### config.mk
export PLATFORM = sky130hd
export DESIGN_NAME = flash_region_guard
export DESIGN_NICKNAME = d
export VERILOG_FILES = /design/src/rtl/fpr_pkg.sv /design/src/rtl/fpr_region_slot.sv /design/src/rtl/fpr_lock_ctrl.sv /design/src/rtl/flash_region_guard.sv
export SDC_FILE = /design/constraint.sdc
export NUM_CORES = 2
export LEC_CHECK = 0
export BUFFER_PORTS_ARGS = -buffer_cell sky130_fd_sc_hd__buf_2
export CORE_ASPECT_RATIO = 1.75
export CORE_MARGIN = 4
export CORE_UTILIZATION = 57
export CTS_CLUSTER_DIAMETER = 60
export CTS_CLUSTER_SIZE = 25
export DETAILED_ROUTE_END_ITERATION = 6
export GPL_ROUTABILITY_DRIVEN = 0
export GPL_TIMING_DRIVEN = 0
export PLACE_DENSITY = 0.73
export SYNTH_ARGS = -nofsm -noshare
export SYNTH_HDL_FRONTEND = slang
export SYNTH_HIERARCHICAL = 1
export SYNTH_SLANG_ARGS = --single-unit
### constraint.sdc
create_clock -name clk -period 2.54 [get_ports clk]
set_input_delay 0.127 -clock clk [delete_from_list [all_inputs] [get_ports clk]]
set_output_delay 0.127 -clock clk [all_outputs]
set_load 0.02 [all_outputs]
### src/rtl/fpr_pkg.sv
// Shared definitions for the flash page access guard.
// Assumes page numbers are at least as wide as the master bitmaps.
package fpr_pkg;
    typedef enum logic [1:0] {
        FLD_START = 2'd0,
        FLD_LIMIT = 2'd1,
        FLD_WPERM = 2'd2,
        FLD_RPERM = 2'd3
    } fpr_field_e;
endpackage

### src/rtl/fpr_region_slot.sv
// One protection region: stores start/limit pages and two permission maps,
// accepts configuration writes unless locked, and reports whether the current
// query hits the region and is permitted by it.
// Assumes PAGE_W >= NMST so bitmaps fit in the write data word.
module fpr_region_slot
    import fpr_pkg::*;
#(
    parameter int IDX    = 0,
    parameter int NMST   = 8,
    parameter int PAGE_W = 20,
    parameter int RID_W  = 5,
    localparam int MID_W = $clog2(NMST)
) (
    input  logic              clk,
    input  logic              rst_n,
    input  logic              wr_en,
    input  logic [RID_W-1:0]  wr_region,
    input  logic [1:0]        wr_field,
    input  logic [PAGE_W-1:0] wr_data,
    input  logic              locked,
    input  logic [PAGE_W-1:0] q_page,
    input  logic [MID_W-1:0]  q_master,
    input  logic              q_write,
    output logic              permit
);
    localparam logic [PAGE_W-1:0] START_RST = {1'b0, {(PAGE_W-1){1'b1}}};
    localparam logic [NMST-1:0]   MAP_RST   = NMST'(1);

    logic [PAGE_W-1:0] start_q, limit_q;
    logic [NMST-1:0]   wmap_q, rmap_q;
    logic              sel;
    logic              hit;

    assign sel = wr_en && !locked && (wr_region == RID_W'(IDX));

    // Region field storage with lock-gated updates
    always_ff @(posedge clk) begin
        if (!rst_n) begin
            start_q <= START_RST;
            limit_q <= '0;
            wmap_q  <= MAP_RST;
            rmap_q  <= MAP_RST;
        end else if (sel) begin
            case (fpr_field_e'(wr_field))
                FLD_START: start_q <= wr_data;
                FLD_LIMIT: limit_q <= wr_data;
                FLD_WPERM: wmap_q  <= wr_data[NMST-1:0];
                FLD_RPERM: rmap_q  <= wr_data[NMST-1:0];
                default:   start_q <= start_q;
            endcase
        end
    end

    // Inclusive page range compare and per-type permission pick
    always_comb begin
        hit    = (q_page >= start_q) && (q_page <= limit_q);
        permit = hit && (q_write ? wmap_q[q_master] : rmap_q[q_master]);
    end
endmodule

### src/rtl/fpr_lock_ctrl.sv
// Set-only lock bits, one per region; cleared only by reset.
module fpr_lock_ctrl #(
    parameter int NREG = 17
) (
    input  logic            clk,
    input  logic            rst_n,
    input  logic [NREG-1:0] set_req,
    output logic [NREG-1:0] lock_q
);
    // Accumulate requested locks
    always_ff @(posedge clk) begin
        if (!rst_n) lock_q <= '0;
        else        lock_q <= lock_q | set_req;
    end
endmodule

### src/rtl/flash_region_guard.sv
// Top of the flash page access guard: a bank of region slots, a lock
// register, an OR over per-region permits, a master-0 override and a
// registered decision. Queries see region state as of the query cycle.
module flash_region_guard #(
    parameter int NREG       = 17,
    parameter int NMST       = 8,
    parameter int ADDR_W     = 32,
    parameter int PAGE_SHIFT = 12,
    localparam int PAGE_W    = ADDR_W - PAGE_SHIFT,
    localparam int RID_W     = $clog2(NREG),
    localparam int MID_W     = $clog2(NMST)
) (
    input  logic              clk,
    input  logic              rst_n,
    input  logic              cfg_wr_en,
    input  logic [RID_W-1:0]  cfg_region,
    input  logic [1:0]        cfg_field,
    input  logic [PAGE_W-1:0] cfg_data,
    input  logic [NREG-1:0]   lock_set,
    input  logic              q_valid,
    input  logic [ADDR_W-1:0] q_addr,
    input  logic [MID_W-1:0]  q_master,
    input  logic              q_write,
    output logic              rsp_valid,
    output logic              rsp_grant
);
    logic [NREG-1:0]   lock_q;
    logic [NREG-1:0]   permit_vec;
    logic [PAGE_W-1:0] q_page;
    logic              grant_c;

    assign q_page = q_addr[ADDR_W-1:PAGE_SHIFT];

    fpr_lock_ctrl #(.NREG(NREG)) u_lock (
        .clk     (clk),
        .rst_n   (rst_n),
        .set_req (lock_set),
        .lock_q  (lock_q)
    );

    for (genvar g = 0; g < NREG; g++) begin : g_slot
        fpr_region_slot #(
            .IDX    (g),
            .NMST   (NMST),
            .PAGE_W (PAGE_W),
            .RID_W  (RID_W)
        ) u_slot (
            .clk       (clk),
            .rst_n     (rst_n),
            .wr_en     (cfg_wr_en),
            .wr_region (cfg_region),
            .wr_field  (cfg_field),
            .wr_data   (cfg_data),
            .locked    (lock_q[g]),
            .q_page    (q_page),
            .q_master  (q_master),
            .q_write   (q_write),
            .permit    (permit_vec[g])
        );
    end

    // Combine region permits with the privileged-master override
    always_comb grant_c = (q_master == '0) || (|permit_vec);

    // Register the decision one cycle after the query
    always_ff @(posedge clk) begin
        if (!rst_n) begin
            rsp_valid <= 1'b0;
            rsp_grant <= 1'b0;
        end else begin
            rsp_valid <= q_valid;
            rsp_grant <= q_valid && grant_c;
        end
    end
endmodule

==> results.cfg <==
[outcome]
status = finished, violations left
violations = max-capacitance violations, max-slew violations, negative setup slack

[logic_synthesis]
ys_types = 49
synth-compound-area-share_pct = 12.30
synthesis.area_um2 = 54340
synth_top_family_by_area = simple AND/OR/NAND/NOR gates
synthCells = 5856
synthAdderAreaFrac_pct = 15.66
synth-seq-cells = 971
postSynthAreaPerCell_um2 = 9.280
syn_nets = 6620
synthMuxAreaShare_pct = 12.91
yosysSeqAreaShare_pct = 35.77
synth_xor_area_share_pct = 0
synth-simple-area-share_pct = 16.46
yosys_warnings = 6

[final_layout]
drive_gt1_share_pct = 8.029
final_common_cell = dfxtp_1
layout_common_cells = dfxtp_1, ha_1, inv_1
multi_input_comb_area_um2 = 31620
nNetsFinal = 6788
regArea_um2 = 19440
post-route-util_pct = 62.70
design_area_um2 = 59260
num-fill-cells = 7947
area_delta_synth_final_pct = 9.058

[setup_path]
critPathRequiredTime_ns = 3.15
critPathKind = in -> reg
end_kind = flop
cpPeakStageDelay_ns = 1.02
cp_slowest_cell = buf_2
cp_data_arrival_time_ns = 3.51
reg2reg_setup_slack_ns = -0.30
crit_fanout = 34
path_delay_family = compound AO/OA/AOI/OAI gates
critical_path_cell_count = 9
start_kind = input port
reg2reg_from = g_slot[0].u_slot/start_q[2]$_SDFFE_PN1P_
rr_endpoint = rsp_grant$_SDFF_PN0_
crit_chain = buf_2, ha_1, and4_1, a221oi_1, o21ai_0, a211oi_1, nor4_1, nand4_1, o21a_1
worstRegToRegCells = 11
cp_num_buf_inv = 1

[pwr]
switching_power_w = 0.007679
power_w = 0.02857
pwr-share-comb_pct = 11.2
sequentialPowerShare_pct = 53.5
ir_drop_uv = 398.9
leakage_nw = 27.90
pwr-share-clk_pct = 35.2
intPower_w = 0.02089
power_density_nw_per_um2 = 482.0
switching_share_pct = 26.88

[sta]
relSlewSlack_pct = -3.700
fin_crit_sh_pct = 114.1
fmax_ghz = 0.3451
finalWorstSetupSlack_ns = -0.3576
period_needed_ns = 2.898
tightest_slew_ns = 1.555
finalMaxSlewViolations = 350
grt_setup_unrepaired = yes
hold_violations = 0
setup_viol = 1
finClkSkew_ns = 0.02662

[placement]
io_buffers = 73
dp_hpwl_um = 97680
placedInstanceArea_um2 = 56840

[drt]
first_iter_violations = 3120
drc = 0
dr_wl_met3_um = 10350
drtAntennaViolNets = 0
firstDrtPassIters = 7
wl_met2_um = 77530
wl_um = 164400
top_layer = met4
wire_per_inst_um = 22.64
via_per_inst = 6.067
routedLengthMet1_um = 64200
via_count = 44055

[clock_tree]
clkLatencyLatePin_ns = 0.66
clock_sinks = 971
clk_pin_slew_ns = 0.09
clock_path_buffers = 3
cts_tree = built
numCtsBuffers = 50
root_buffer = clkbuf_16
htree_levels = 2

[run]
maxCapViolCount = 10

[global_routing]
grt_pass1_vias = 43908
track_usage_pct = 32.01
gr-total-overflow = 0
antenna_found_initial = 3
grt_pass1_wl_um = 250800
grt_max_degree = 52

[hold_path]
hold-path-endpoint = g_slot[7].u_slot/start_q[7]$_SDFFE_PN1P_
hold_start = cfg_data[7]
min_path_cells = 3
worst_hold_path_type = in -> reg

[floorplanning]
ios = 86
die_w_um = 241.4
die_h_um = 416.5
start_util_pct = 57.49
rows = 149
dieArea_um2 = 100500
core_area_um2 = 94520
layer usage:
metal  vias up  global-route usage (%)
met5         -                       0
met4         0                   18.39
met3       563                   3.808
met2      1502                   54.71
met1     21247                   38.60
li1      20743                       -
what timing repair did:
item | CTS | global route
hold endpoints to repair | 54 | 0
pin swaps | 24 | 30
hold buffers | 22 | 0
resized for setup | 52 | 30
endpoints found under the setup margin | 1 | 1
buffers inserted | 0 | 1
cloned | 0 | 0
power groups by stage:
stage / sequential (W) / clock, W / combinational [W]
final: 0.0153 / 0.0101 / 0.00321
after global routing: 0.0153 / 0.0108 / 0.00340
after CTS: 0.0153 / 0.0102 / 0.00312
after detailed placement: 0.0156 / 0 / 0.00305
after global placement: 0.0156 / 0 / 0.00287
after floorplan: 0.0156 / 0 / 0.00135
area by class of cell:
type,count,share of cell area [%]
clock buffers,57,2.259
repair buffers,116,2.058
plain buffers,247,2.063
multi-input cells,3964,53.35
flip-flops and latches,971,32.81
diodes,1,0.004222
inverters,674,4.269
well taps,1208,2.550
clock inverters,24,0.6397
state kept, by name (all words and copies together), names as in the netlist:
name                   count
g_slot.u_slot/limit_q    340
g_slot.u_slot/rmap_q     136
g_slot.u_slot/start_q    340
rsp_valid                  1
rsp_grant                  1
g_slot.u_slot/wmap_q     136
u_lock/lock_q             17
worst min-delay path, delay by kind of cell:
| kind | cells | cell delay [ns] |
|---|---|---|
| buf+inv | 1 | 0.28 |
| simple gates | 1 | 0.14 |
| compound gates | 1 | 0.09 |
synth_stat cells, drive strengths merged:
cell     count  area share, %
inv        674            4.7
a21boi     117            1.6
and2b       10           0.14
nand4b       3          0.048
or4         18           0.25
nand3      230            2.2
buf        120            1.4
o31a        17           0.27
ha         680             16
and4        34           0.55
nand4       86           0.99
a21oi      221            2.0
mux2        17           0.35
a221oi      34           0.55
nor3        13           0.22
nor2b      495            5.7
nor4b        8           0.15
and4b        3          0.055
nor2        76           0.54
a21o        68           0.94
clkbuf     127           0.88
mux2i      529            9.7
a2111oi     17           0.27
nor4bb       7           0.13
o21a        18           0.25
nand2      661            4.6
nand2b      23           0.26
a31oi       17           0.20
nand3b      17           0.23
a211o       17           0.30
o211ai     323            4.5
dfxtp      971             36
or3         28           0.32
o21ai       34           0.31
and2         2          0.023
a211oi      51           0.82
nor4         5          0.058
o221ai      17           0.27
mux4        68            2.8
worst max-delay path by stage:
stage | slack (ns) | end | startpoint
finish | -0.36 | rsp_grant$_SDFF_PN0_ | q_addr[28]
CTS | -0.31 | rsp_grant$_SDFF_PN0_ | g_slot[5].u_slot/start_q[2]$_SDFFE_PN1P_
detailed placement | -1.76 | rsp_grant$_SDFF_PN0_ | q_addr[30]
global placement | -2.69 | rsp_grant$_SDFF_PN0_ | q_master[0]
global route | -0.40 | rsp_grant$_SDFF_PN0_ | g_slot[0].u_slot/start_q[2]$_SDFFE_PN1P_
floorplan | 0.15 | rsp_grant$_SDFF_PN0_ | g_slot[15].u_slot/start_q[2]$_SDFFE_PN1P_
cell families after synthesis:
kind of cell | Yosys count
AO/OA/AOI/OAI | 951
adder cells (fa/ha/maj) | 680
buffers and inverters | 921
flip-flops | 971
multiplexers | 614
AND/OR/NAND/NOR | 1719
stage by stage:
stage,TNS [ns],instances,setup WS (ns),hold WS (ns)
2_1_floorplan,0,5856,0.1468,0.2508
3_3_place_gp,-297.80,7137,-2.685,0.3359
3_5_place_dp,-1.804,7157,-1.756,0.3420
4_1_cts,-0.3095,7260,-0.3095,0.02160
5_1_grt,-0.4002,7261,-0.4002,0.04189
6_report,-0.3576,7262,-0.3576,0.06536
(Power assumes the default switching activity.)
